<file path="src/rtl/dma_pkg.sv">
package dma_pkg;

    typedef enum logic [1:0] {
        XM_STEP  = 2'd0,
        XM_BLOCK = 2'd1,
        XM_BURST = 2'd2,
        XM_CONT  = 2'd3
    } xfer_mode_e;

    typedef enum logic [1:0] {
        SZ_BYTE = 2'd0,
        SZ_HALF = 2'd1,
        SZ_WORD = 2'd2,
        SZ_RSVD = 2'd3
    } xfer_size_e;

    typedef enum logic [1:0] {
        SQ_IDLE  = 2'd0,
        SQ_READ  = 2'd1,
        SQ_WRITE = 2'd2,
        SQ_HOLD  = 2'd3
    } seq_state_e;

    localparam logic [1:0] SEL_SRC  = 2'd0;
    localparam logic [1:0] SEL_DST  = 2'd1;
    localparam logic [1:0] SEL_CNT  = 2'd2;
    localparam logic [1:0] SEL_CTRL = 2'd3;

    localparam int BLK_LSB = 16;

endpackage

</file>
<file path="src/rtl/dma_chan_bank.sv">
module dma_chan_bank
    import dma_pkg::*;
#(
    parameter int NCH = 8,
    parameter int AW  = 16,
    parameter int CW  = 16,
    localparam int CHW = (NCH > 1) ? $clog2(NCH) : 1
) (
    input  logic                clk,
    input  logic                rst_n,
    input  logic                cfg_we,
    input  logic [CHW-1:0]      cfg_ch,
    input  logic [1:0]          cfg_sel,
    input  logic [31:0]         cfg_wdata,
    input  logic [NCH-1:0]      req_i,
    input  logic [NCH-1:0]      grant_clr,
    input  logic                wb_en,
    input  logic [CHW-1:0]      wb_ch,
    input  logic [AW-1:0]       wb_src,
    input  logic [AW-1:0]       wb_dst,
    input  logic [CW-1:0]       wb_cnt,
    input  logic                wb_last,
    output logic [AW-1:0]       src_o [NCH],
    output logic [AW-1:0]       dst_o [NCH],
    output logic [CW-1:0]       cnt_o [NCH],
    output logic [CW-1:0]       blk_o [NCH],
    output xfer_size_e          size_o [NCH],
    output xfer_mode_e          mode_o [NCH],
    output logic [NCH-1:0]      sinc_o,
    output logic [NCH-1:0]      dinc_o,
    output logic [NCH-1:0]      en_o,
    output logic [NCH-1:0]      pend_o,
    output logic [NCH-1:0]      done_o
);

    typedef struct packed {
        logic [AW-1:0] src;
        logic [AW-1:0] dst;
        logic [CW-1:0] cnt;
        logic [CW-1:0] blk;
        xfer_size_e    size;
        xfer_mode_e    mode;
        logic          sinc;
        logic          dinc;
        logic          en;
        logic          pend;
        logic          done;
        logic          req_q;
    } chan_t;

    chan_t ch_d [NCH];
    chan_t ch_q [NCH];

    logic cfg_unused;
    assign cfg_unused = ^cfg_wdata;

    always_comb begin
        for (int i = 0; i < NCH; i++) begin
            ch_d[i]       = ch_q[i];
            ch_d[i].req_q = req_i[i];
            if (grant_clr[i]) ch_d[i].pend = 1'b0;
            if (req_i[i] && !ch_q[i].req_q && ch_q[i].en) ch_d[i].pend = 1'b1;
            if (cfg_we && cfg_ch == CHW'(i)) begin
                case (cfg_sel)
                    SEL_SRC: ch_d[i].src = cfg_wdata[AW-1:0];
                    SEL_DST: ch_d[i].dst = cfg_wdata[AW-1:0];
                    SEL_CNT: begin
                        ch_d[i].cnt = cfg_wdata[CW-1:0];
                        ch_d[i].blk = cfg_wdata[BLK_LSB +: CW];
                    end
                    default: begin
                        ch_d[i].en   = cfg_wdata[0];
                        ch_d[i].size = xfer_size_e'(cfg_wdata[2:1]);
                        ch_d[i].mode = xfer_mode_e'(cfg_wdata[4:3]);
                        ch_d[i].sinc = cfg_wdata[5];
                        ch_d[i].dinc = cfg_wdata[6];
                        ch_d[i].done = 1'b0;
                        ch_d[i].pend = 1'b0;
                    end
                endcase
            end
            if (wb_en && wb_ch == CHW'(i)) begin
                ch_d[i].src = wb_src;
                ch_d[i].dst = wb_dst;
                ch_d[i].cnt = wb_cnt;
                if (wb_last) begin
                    ch_d[i].en   = 1'b0;
                    ch_d[i].done = 1'b1;
                    ch_d[i].pend = 1'b0;
                end
            end
        end
    end

    always_ff @(posedge clk or negedge rst_n) begin
        if (!rst_n) begin
            for (int i = 0; i < NCH; i++) ch_q[i] <= '0;
        end else begin
            for (int i = 0; i < NCH; i++) ch_q[i] <= ch_d[i];
        end
    end

    for (genvar g = 0; g < NCH; g++) begin : g_out
        assign src_o[g]  = ch_q[g].src;
        assign dst_o[g]  = ch_q[g].dst;
        assign cnt_o[g]  = ch_q[g].cnt;
        assign blk_o[g]  = ch_q[g].blk;
        assign size_o[g] = ch_q[g].size;
        assign mode_o[g] = ch_q[g].mode;
        assign sinc_o[g] = ch_q[g].sinc;
        assign dinc_o[g] = ch_q[g].dinc;
        assign en_o[g]   = ch_q[g].en;
        assign pend_o[g] = ch_q[g].pend;
        assign done_o[g] = ch_q[g].done;
    end

endmodule

</file>
<file path="src/rtl/dma_prio_arb.sv">
module dma_prio_arb #(
    parameter int NCH = 8,
    localparam int CHW = (NCH > 1) ? $clog2(NCH) : 1
) (
    input  logic [NCH-1:0] elig,
    output logic           gnt_vld,
    output logic [CHW-1:0] gnt_idx
);

    always_comb begin
        gnt_vld = |elig;
        gnt_idx = '0;
        for (int i = NCH - 1; i >= 0; i--) begin
            if (elig[i]) gnt_idx = CHW'(i);
        end
    end

endmodule

</file>
<file path="src/rtl/dma_addr_step.sv">
module dma_addr_step
    import dma_pkg::*;
#(
    parameter int AW = 16
) (
    input  logic [AW-1:0] addr,
    input  xfer_size_e    size,
    input  logic          inc,
    output logic [AW-1:0] nxt
);

    logic [2:0] nbytes;

    always_comb begin
        case (size)
            SZ_BYTE: nbytes = 3'd1;
            SZ_HALF: nbytes = 3'd2;
            default: nbytes = 3'd4;
        endcase
        nxt = inc ? addr + AW'(nbytes) : addr;
    end

endmodule

</file>
<file path="src/rtl/dma_engine.sv">
module dma_engine
    import dma_pkg::*;
#(
    parameter int NCH = 8,
    parameter int AW  = 16,
    parameter int CW  = 16,
    localparam int CHW = (NCH > 1) ? $clog2(NCH) : 1
) (
    input  logic            clk,
    input  logic            rst_n,
    input  logic            cfg_we,
    input  logic [CHW-1:0]  cfg_ch,
    input  logic [1:0]      cfg_sel,
    input  logic [31:0]     cfg_wdata,
    input  logic [NCH-1:0]  req_i,
    input  logic            pause_i,
    output logic            mem_rd,
    output logic            mem_wr,
    output logic [AW-1:0]   mem_addr,
    output logic [1:0]      mem_size,
    output logic [31:0]     mem_wdata,
    input  logic [31:0]     mem_rdata,
    output logic [NCH-1:0]  done_o,
    output logic            irq_o
);

    typedef struct packed {
        seq_state_e     st;
        logic [CHW-1:0] ch;
        logic [CW-1:0]  left;
    } seq_t;

    seq_t sq_d, sq_q;

    logic [AW-1:0]  src_a [NCH];
    logic [AW-1:0]  dst_a [NCH];
    logic [CW-1:0]  cnt_a [NCH];
    logic [CW-1:0]  blk_a [NCH];
    xfer_size_e     size_a [NCH];
    xfer_mode_e     mode_a [NCH];
    logic [NCH-1:0] sinc_a, dinc_a, en_a, pend_a, elig;

    logic [NCH-1:0] grant_clr;
    logic           wb_en, wb_last;
    logic [AW-1:0]  src_nxt, dst_nxt;
    logic [CW-1:0]  cnt_nxt;
    logic           gnt_vld;
    logic [CHW-1:0] gnt_idx;

    logic [AW-1:0]  cur_src, cur_dst;
    logic [CW-1:0]  cur_cnt;
    xfer_size_e     cur_size;
    xfer_mode_e     cur_mode;

    dma_chan_bank #(.NCH(NCH), .AW(AW), .CW(CW)) u_bank (
        .clk       (clk),
        .rst_n     (rst_n),
        .cfg_we    (cfg_we),
        .cfg_ch    (cfg_ch),
        .cfg_sel   (cfg_sel),
        .cfg_wdata (cfg_wdata),
        .req_i     (req_i),
        .grant_clr (grant_clr),
        .wb_en     (wb_en),
        .wb_ch     (sq_q.ch),
        .wb_src    (src_nxt),
        .wb_dst    (dst_nxt),
        .wb_cnt    (cnt_nxt),
        .wb_last   (wb_last),
        .src_o     (src_a),
        .dst_o     (dst_a),
        .cnt_o     (cnt_a),
        .blk_o     (blk_a),
        .size_o    (size_a),
        .mode_o    (mode_a),
        .sinc_o    (sinc_a),
        .dinc_o    (dinc_a),
        .en_o      (en_a),
        .pend_o    (pend_a),
        .done_o    (done_o)
    );

    for (genvar g = 0; g < NCH; g++) begin : g_elig
        assign elig[g] = en_a[g] & (pend_a[g] | ((mode_a[g] == XM_CONT) & req_i[g]));
    end

    dma_prio_arb #(.NCH(NCH)) u_arb (
        .elig    (elig),
        .gnt_vld (gnt_vld),
        .gnt_idx (gnt_idx)
    );

    assign cur_src  = src_a[sq_q.ch];
    assign cur_dst  = dst_a[sq_q.ch];
    assign cur_cnt  = cnt_a[sq_q.ch];
    assign cur_size = size_a[sq_q.ch];
    assign cur_mode = mode_a[sq_q.ch];
    assign cnt_nxt  = cur_cnt - 1'b1;

    dma_addr_step #(.AW(AW)) u_src_step (
        .addr (cur_src),
        .size (cur_size),
        .inc  (sinc_a[sq_q.ch]),
        .nxt  (src_nxt)
    );

    dma_addr_step #(.AW(AW)) u_dst_step (
        .addr (cur_dst),
        .size (cur_size),
        .inc  (dinc_a[sq_q.ch]),
        .nxt  (dst_nxt)
    );

    always_comb begin
        logic          more;
        logic [CW-1:0] left_n;
        sq_d      = sq_q;
        grant_clr = '0;
        wb_en     = 1'b0;
        wb_last   = 1'b0;
        mem_rd    = 1'b0;
        mem_wr    = 1'b0;
        more      = 1'b0;
        left_n    = sq_q.left - 1'b1;
        case (sq_q.st)
            SQ_IDLE: begin
                if (gnt_vld && !pause_i) begin
                    sq_d.ch            = gnt_idx;
                    sq_d.left          = blk_a[gnt_idx];
                    sq_d.st            = SQ_READ;
                    grant_clr[gnt_idx] = 1'b1;
                end
            end
            SQ_READ: begin
                mem_rd  = 1'b1;
                sq_d.st = SQ_WRITE;
            end
            SQ_WRITE: begin
                mem_wr    = 1'b1;
                wb_en     = 1'b1;
                wb_last   = (cur_cnt <= CW'(1));
                sq_d.left = left_n;
                case (cur_mode)
                    XM_STEP:  more = 1'b0;
                    XM_BLOCK: more = (left_n != '0);
                    XM_BURST: more = 1'b1;
                    default:  more = req_i[sq_q.ch];
                endcase
                if (wb_last || !more) sq_d.st = SQ_IDLE;
                else if (pause_i)     sq_d.st = SQ_HOLD;
                else                  sq_d.st = SQ_READ;
            end
            default: begin
                if (!pause_i) sq_d.st = SQ_READ;
            end
        endcase
    end

    always_ff @(posedge clk or negedge rst_n) begin
        if (!rst_n) begin
            sq_q <= '{st: SQ_IDLE, ch: '0, left: '0};
        end else begin
            sq_q <= sq_d;
        end
    end

    assign mem_addr  = (sq_q.st == SQ_WRITE) ? cur_dst : cur_src;
    assign mem_size  = (cur_size == SZ_RSVD) ? 2'(SZ_WORD) : 2'(cur_size);
    assign mem_wdata = mem_rdata;
    assign irq_o     = |done_o;

endmodule

</file>
<file path="config.mk">
export PLATFORM = sky130hd
export DESIGN_NAME = dma_engine
export DESIGN_NICKNAME = d
export VERILOG_FILES = /design/src/rtl/dma_pkg.sv /design/src/rtl/dma_chan_bank.sv /design/src/rtl/dma_prio_arb.sv /design/src/rtl/dma_addr_step.sv /design/src/rtl/dma_engine.sv
export SDC_FILE = /design/constraint.sdc
export NUM_CORES = 1
export LEC_CHECK = 0
export BUFFER_PORTS_ARGS = -buffer_cell sky130_fd_sc_hd__buf_2
export CAP_MARGIN = 0
export CORE_ASPECT_RATIO = 0.9
export CORE_MARGIN = 2
export CORE_UTILIZATION = 40
export DETAILED_ROUTE_END_ITERATION = 6
export PLACE_DENSITY = 0.53
export SETUP_SLACK_MARGIN = 0.2
export SLEW_MARGIN = 25
export SYNTH_ARGS = -nofsm -noshare
export SYNTH_HDL_FRONTEND = slang
export SYNTH_SLANG_ARGS = --single-unit
export TNS_END_PERCENT = 20
</file>
<file path="constraint.sdc">
create_clock -name clk -period 5.4 [get_ports clk]
set_input_delay 0.54 -clock clk [delete_from_list [all_inputs] [get_ports clk]]
set_output_delay 0.54 -clock clk [all_outputs]
set_load 0.05 [all_outputs]
</file>
==> results by group, run 1 <==
GRT
  • First-pass GRT wire length: 162000 um
  • Grt ovf: 0
  • Vias in the first global route: 24900
  • Total global-route track usage: 25.1%
  • Initial antenna violation count: 3
  • Largest net degree at the start of global routing: 183

Logic synthesis
  • Synthesized area per cell: 10.8 sq um
  • Synth Register Bits: 613
  • Synth top area cells: dfrtp_1 (47%), mux2_2 (10%), mux2i_1 (7.4%), mux4_2 (6.7%), o21ai_0 (4.4%)
  • Ys Warns: 0
  • Post-synthesis instance total: 3045
  • Async S/R FF share, synth: 100%
  • Post-synthesis cell area: 32900 sq um
  • Synth Net Count: 3138
  • Leading area contributor after synthesis: dfrtp_1
  • EDFF count, synth: 0
  • Count of cell types in the netlist: 75
  • Sequential share of the synthesized area: 46.6%
  • Dominant synthesized flop cell: dfrtp_1
  • Yosys top cell area share: 46.6%

Clock network
  • Clock-pin slew on the worst setup and hold paths: 0.06 ns
  • CTS Buf Count: 70
  • Clock Latency Late Sink: 0.64 ns
  • Clk buf depth: 3
  • H-tree depth: 3
  • CTS tree: yes
  • Clk Tree Root Cell: clkbuf_16
  • Clock sinks: 613
  • Setup Buffers After CTS: 0

Detailed routing
  • Pre-Repair DR Iteration Count: 5
  • DRT iter0 DRCs: 2239
  • Post-route ant nets: 0
  • Routed WL per cell: 26.0 um
  • Vias: 24700
  • Remaining DRCs: 0
  • Overall routed net length: 107000 um
  • Vias per inst: 6.01

Final layout
  • Most frequent cells in the layout: dfrtp_1 (610), nand2_1 (358), mux2_2 (293)
  • Fillers: 7596
  • Layout cell share with drive strength beyond 1: 23.2%
  • NumNets Final: 3088
  • Area Overhead vs Synth: 11.1%
  • Most common cell after layout, fill and taps aside: dfrtp_1
  • Post-Layout Inst Area: 36600 sq um

STA
  • Max-slew headroom: 29.5%
  • Final setup fails: 0
  • Final Max Tran Viols: 0
  • Worst clock skew: 0.0281 ns
  • Worst-margin pin slew: 1.05 ns
  • Final Hold Fails: 0
  • Final min period: 4.74 ns
  • Setup_tns: 0 ns
  • RSZ-0062 raised after global routing: no
  • Tcrit/Tclk final: 87.8%
  • Fmax: 0.211 GHz

Critical path
  • Crit-path max cell delay: 0.73 ns
  • CP Cell Sequence: mux4_2, nand2_1, nand2_1, nor2_1, ha_1, inv_1, fa_1, inv_1, a21oi_1, nor4_1, nand2_1, nor3_1, xor2_1, a21oi_1
  • Slowest CP cell: dfrtp_4
  • Most used cell, CP: nand2_1
  • Worst Path Required: 5.86 ns
  • Largest delay share family, worst path: simple AND/OR/NAND/NOR gates
  • Crit path launch type: flop
  • CP max FO: 24
  • Crit Path Class: flop to flop
  • Crit path capture type: flop
  • WP data arrival: 5.20 ns
  • WP buf/inv: 2

Floorplan
  • Die footprint: 84600 sq um
  • Core area: 81300 sq um
  • Num rows: 99
  • Initial core utilization: 40.5%
  • Die H: 276 um
  • Die W: 306 um
  • Total I/O pin count: 142

Power
  • Static leakage: 15.7 nW
  • Pwr Density: 633 nW/um^2
  • Max IR drop VDD: 600 uV
  • Total power: 23.1 mW

Placement
  • Port Buffers: 77
  • DP Wirelength: 64500 um
  • GPL Wtd Cong: 0.837
  • Placed inst area: 34200 sq um

Flow run
  • Max-cap violations: 0

Status
  • Run status: complete, no violations

Min path
  • Worst hold path class: input pin to flop
## kinds of logic after synthesis
group                      after synthesis  synth area share, %
xor gates and xnor gates                44                 1.22
adders and majority gates               12                0.502
AOI/OAI and AO/OA                      696                 12.5
muxes                                  636                 24.2
and+or+nand+nor                        748                 10.8
buffers and inverters                  296                 4.14
DFF                                    613                 46.6
## sequential cells by signal, summed over array words and instances, names as in the netlist
register       flops
sq_q              21
u_bank.ch_q        8
u_bank.done_o      8
u_bank.cnt_o     128
u_bank.blk_o     128
u_bank.src_o     128
u_bank.mode_o     16
u_bank.pend_o      8
u_bank.dst_o     128
u_bank.en_o        8
u_bank.dinc_o      8
u_bank.size_o     16
u_bank.sinc_o      8
## timing repair
action | CTS | global route
hold buffers | 1 | 0
gates resized for setup | 0 | 0
hold endpoints to repair | 74 | 0
## per-layer routing
layer  track usage [%]  wire length (um)  part of all wire, %
met4              6.47              2490                  2.3
met5                 0                 0                    0
met1              34.6             46700                   44
met2              41.3             51700                   48
met3              3.89              6200                  5.8
## stage by stage
step | util, % | hold WS, ns | setup slack (ns) | cells
2_1_floorplan | - | 0.244 | 1.13 | 3045
3_3_place_gp | 42.1 | 0.482 | 0.737 | 3981
3_5_place_dp | 42.1 | 0.488 | 0.674 | 3981
4_1_cts | 45.0 | 0.0476 | 0.666 | 4109
5_1_grt | 45.0 | 0.0438 | 0.328 | 4110
6_report | 45.0 | 0.0715 | 0.657 | 4112
## worst paths after layout
check	start	endpoint	slack [ns]	cells after the start
min	req_i[3]	u_bank.ch_q[296]	0.07	1
max reg2reg	sq_q[16]	u_bank.dst_o[14]	0.66	14
max in group asynchronous	rst_n	u_bank.cnt_o[91]	3.45	4
max	sq_q[16]	u_bank.dst_o[14]	0.66	14
min reg2reg	u_bank.dinc_o[4]	u_bank.dinc_o[4]	0.50	1
min in group asynchronous	rst_n	u_bank.blk_o[59]	0.48	2
## Yosys cell counts (6+ instances only)
cell type / n
a211oi_1: 120
a21o_1: 13
a21oi_1: 144
a22oi_1: 7
a31oi_1: 10
and2_1: 12
buf_1: 21
buf_2: 19
buf_4: 48
clkbuf_1: 181
dfrtp_1: 613
ha_1: 10
inv_1: 19
mux2_2: 293
mux2i_1: 245
mux4_2: 98
nand2_1: 363
nand2b_1: 17
nand3_1: 23
nand3b_1: 6
nand4_1: 16
nand4b_1: 8
nor2_1: 109
nor2b_1: 119
nor3_1: 25
nor4_1: 15
o211ai_1: 11
o21ai_0: 292
o21ai_1: 8
o221ai_1: 14
o22ai_1: 36
xnor2_1: 24
xor2_1: 18
## area by class of cell
| type | instances | area, sq um | share of cell area (%) |
|---|---|---|---|
| inverter | 21 | 78.8 | 0.216 |
| timing repair buffer | 153 | 1100 | 3.02 |
| clock buffer | 101 | 2040 | 5.58 |
| sequential | 613 | 15400 | 42.0 |
| tap | 1060 | 1330 | 3.63 |
| antenna | 2 | 5.00 | 0.0137 |
| clock inverter | 26 | 294 | 0.804 |
| multi-input combinational | 2136 | 16400 | 44.8 |
## where the power goes
part	total, mW	internal (mW)	switching, mW
clock network	4.88	2.84	2.04
registers	7.49	6.43	1.06
logic	10.8	4.14	6.62
Note: power is estimated with default switching activity, not from simulation.
==> run 2: changes to the inputs <==
--- a/config.mk
+++ b/config.mk
@@ -12,6 +12,7 @@
 export CORE_UTILIZATION = 40
 export DETAILED_ROUTE_END_ITERATION = 6
 export PLACE_DENSITY = 0.53
+export RECOVER_POWER = 25
 export SETUP_SLACK_MARGIN = 0.2
 export SLEW_MARGIN = 25
 export SYNTH_ARGS = -nofsm -noshare
==> run 2 against run 1 <==
Against the previous run: the flow now finishes with violations (max-capacitance violations, max-slew violations); highest routed layer is now met5; final area barely moved; register-to-register slack barely moved; global-route usage did not move; routed wire length hardly changed; clock skew is 0.0018 ns lower.
==> results by group, run 2 (same netlist as run 1, synthesis figures left out) <==
Status
  • Run status: finished, violations left
  • Violated checks: max-capacitance violations, max-slew violations

Power
  • Comb power frac: 46.6% (about the same)
  • Static leakage: 15.7 nW (-0.18%)
  • Max IR drop VDD: 599 uV (about the same)
  • Clk pwr share: 21.1% (about the same)
  • Int Pwr: 13.4 mW (about the same)
  • Sequential Power Share: 32.4% (about the same)
  • P_sw: 9.72 mW (about the same)
  • Switching Fraction: 42.0% (about the same)
  • Pwr Density: 633 nW/um^2 (about the same)

Placement
  • DP Wirelength: 64500 um (unchanged)
  • DP Worst Slack: 0.674 ns (unchanged)
  • GPL Wtd Cong: 0.837 (unchanged)
  • Port Buffers: 77 (unchanged)
  • Placed inst area: 34200 sq um (unchanged)

Critical path
  • Crit path capture type: flop
  • Worst Setup SP: sq_q[16]
  • Reg2reg path depth: 14 (unchanged)
  • WP data arrival: 5.19 ns (about the same)
  • Worst Path Required: 5.86 ns (about the same)
  • Reg-to-reg slack, setup: 0.67 ns (about the same)
  • Crit Reg-Reg Endpoint: u_bank.dst_o[14]
  • Crit path launch type: flop
  • RR Startpoint: sq_q[16]
  • Crit Path Class: flop to flop
  • CP max FO: 24 (unchanged)

Detailed routing
  • DRT iter0 DRCs: 2204 (-1.6%)
  • Post-route ant nets: 0 (unchanged)
  • Routed WL per cell: 26.0 um (about the same)
  • Vias per inst: 6.01 (about the same)
  • Vias: 24700 (-0.020%)
  • Remaining DRCs: 0 (unchanged)
  • Pre-Repair DR Iteration Count: 6 (+1)
  • Overall routed net length: 107000 um (about the same)

GRT
  • Initial antenna violation count: 3 (unchanged)
  • Grt ovf: 0 (unchanged)
  • Total global-route track usage: 25.1% (unchanged)
  • Largest net degree at the start of global routing: 183 (unchanged)
  • First-pass GRT wire length: 162000 um (unchanged)
  • Vias in the first global route: 24900 (unchanged)

STA
  • Final Max Tran Viols: 174 (+174)
  • Final min period: 4.73 ns (-0.00906 ns)
  • Max-slew headroom: -175% (-200 points)
  • Worst clock skew: 0.0263 ns (-0.00183 ns)
  • Setup_tns: 0 ns (unchanged)
  • RSZ-0062 raised after global routing: no
  • Tcrit/Tclk final: 87.7% (-0.17 points)
  • Worst-margin pin slew: 4.13 ns (+3.08 ns)
  • Fmax: 0.211 GHz (+0.19%)
  • Final Hold Fails: 0 (unchanged)
  • Final worst slack: 0.666 ns (+0.00906 ns)
  • Final setup fails: 0 (unchanged)

Final layout
  • Area Overhead vs Synth: 11.0% (about the same)
  • Layout cell share with drive strength beyond 1: 22.8% (-0.43 points)
  • Post-Layout Inst Area: 36500 sq um (about the same)
  • Most common cell after layout, fill and taps aside: dfrtp_1
  • Most frequent cells in the layout: dfrtp_1 (610), nand2_1 (358), mux2_2 (293)
  • Fillers: 7597 (+0.013%)
  • NumNets Final: 3088 (unchanged)

Floorplan
  • Total I/O pin count: 142 (unchanged)
  • Die H: 276 um (unchanged)
  • Die W: 306 um (unchanged)
  • Initial core utilization: 40.5% (unchanged)
  • Num rows: 99 (unchanged)
  • Die footprint: 84600 sq um (unchanged)
  • Core area: 81300 sq um (unchanged)

Flow run
  • Max-cap violations: 4 (+4)

Min path
  • Worst hold path class: input pin to flop
  • Hold Path Sink: u_bank.ch_q[370]
  • WHS Path Cells: 1 (unchanged)
  • Hold Startpoint: req_i[2]

Clock network
  • Setup Buffers After CTS: 0 (unchanged)
  • PostCTS Resize Cnt: 0 (unchanged)
  • Clock-pin slew on the worst setup and hold paths: 0.06 ns (about the same)
  • Clk buf depth: 3 (unchanged)
  • Clk Tree Root Cell: clkbuf_16
  • Clock sinks: 613 (unchanged)
  • CTS tree: yes
  • H-tree depth: 3 (unchanged)
  • Clock Latency Late Sink: 0.64 ns (about the same)
  • CTS Buf Count: 70 (unchanged)
==> run 2: per-layer routing <==
layer	vias to the layer above	GRT usage [%]	share of wire, %
li1	10900	-	-
met1	12800	34.6	44
met2	867	41.3	48
met3	145	3.89	5.8
met4	2	6.47	2.3
met5	-	0	0.012
==> run 2: power by group through the flow <==
stage / combinational [mW] / clock [mW] / sequential [mW]
floorplan: 8.00 / 0 / 7.09
global placement: 10.5 / 0 / 7.41
detailed placement: 10.7 / 0 / 7.53
CTS: 10.7 / 4.98 / 7.47
global route: 11.7 / 5.18 / 7.70
finish: 10.8 / 4.88 / 7.49
==> run 2: how the worst max path moves through the flow <==
stage                             end  slack, ns  cells after the start
floorplan           u_bank.dst_o[126]       1.13                     21
global placement    u_bank.dst_o[126]       0.74                     14
detailed placement   u_bank.dst_o[14]       0.67                     14
CTS                  u_bank.dst_o[14]       0.67                     14
global route         u_bank.dst_o[14]       0.33                     14
finish               u_bank.dst_o[14]       0.67                     14
==> run 2: layout make-up <==
class                      instances  area (sq um)  area share [%]
tap                             1060          1330            3.63
inverter                          21          78.8           0.216
sequential                       613         15400            42.0
timing repair buffer             153          1080            2.95
multi-input combinational       2136         16400            44.8
clock inverter                    26           294           0.805
clock buffer                     101          2040            5.58
antenna                            1          2.50         0.00685
==> run 2: timing repair <==
| action | in CTS | in global routing |
|---|---|---|
| hold buffers | 1 | 0 |
| endpoints found under the setup margin | 0 | 0 |
| hold endpoints to repair | 74 | 0 |
==> run 2: metrics by stage <==
stage                     power [mW]  hold slack (ns)  utilization, %  cells
after floorplan                 15.1            0.244               -   3045
after global placement          17.9            0.482            42.1   3981
after detailed placement        18.2            0.488            42.1   3981
after CTS                       23.2           0.0476            45.0   4109
after global routing            24.6           0.0752            45.0   4110
final                           23.1           0.0999            45.0   4111
==> run 2: worst max-delay path, cell delays in order, from the launching register on <==
cell	delay (ns)
dfrtp_4	0.73
mux4_2	0.56
nand2_1	0.12
nand2_1	0.15
nor2_1	0.19
ha_1	0.23
inv_1	0.07
fa_1	0.43
inv_1	0.07
a21oi_1	0.13
nor4_1	0.64
nand2_1	0.25
nor3_1	0.25
xor2_1	0.55
a21oi_1	0.16
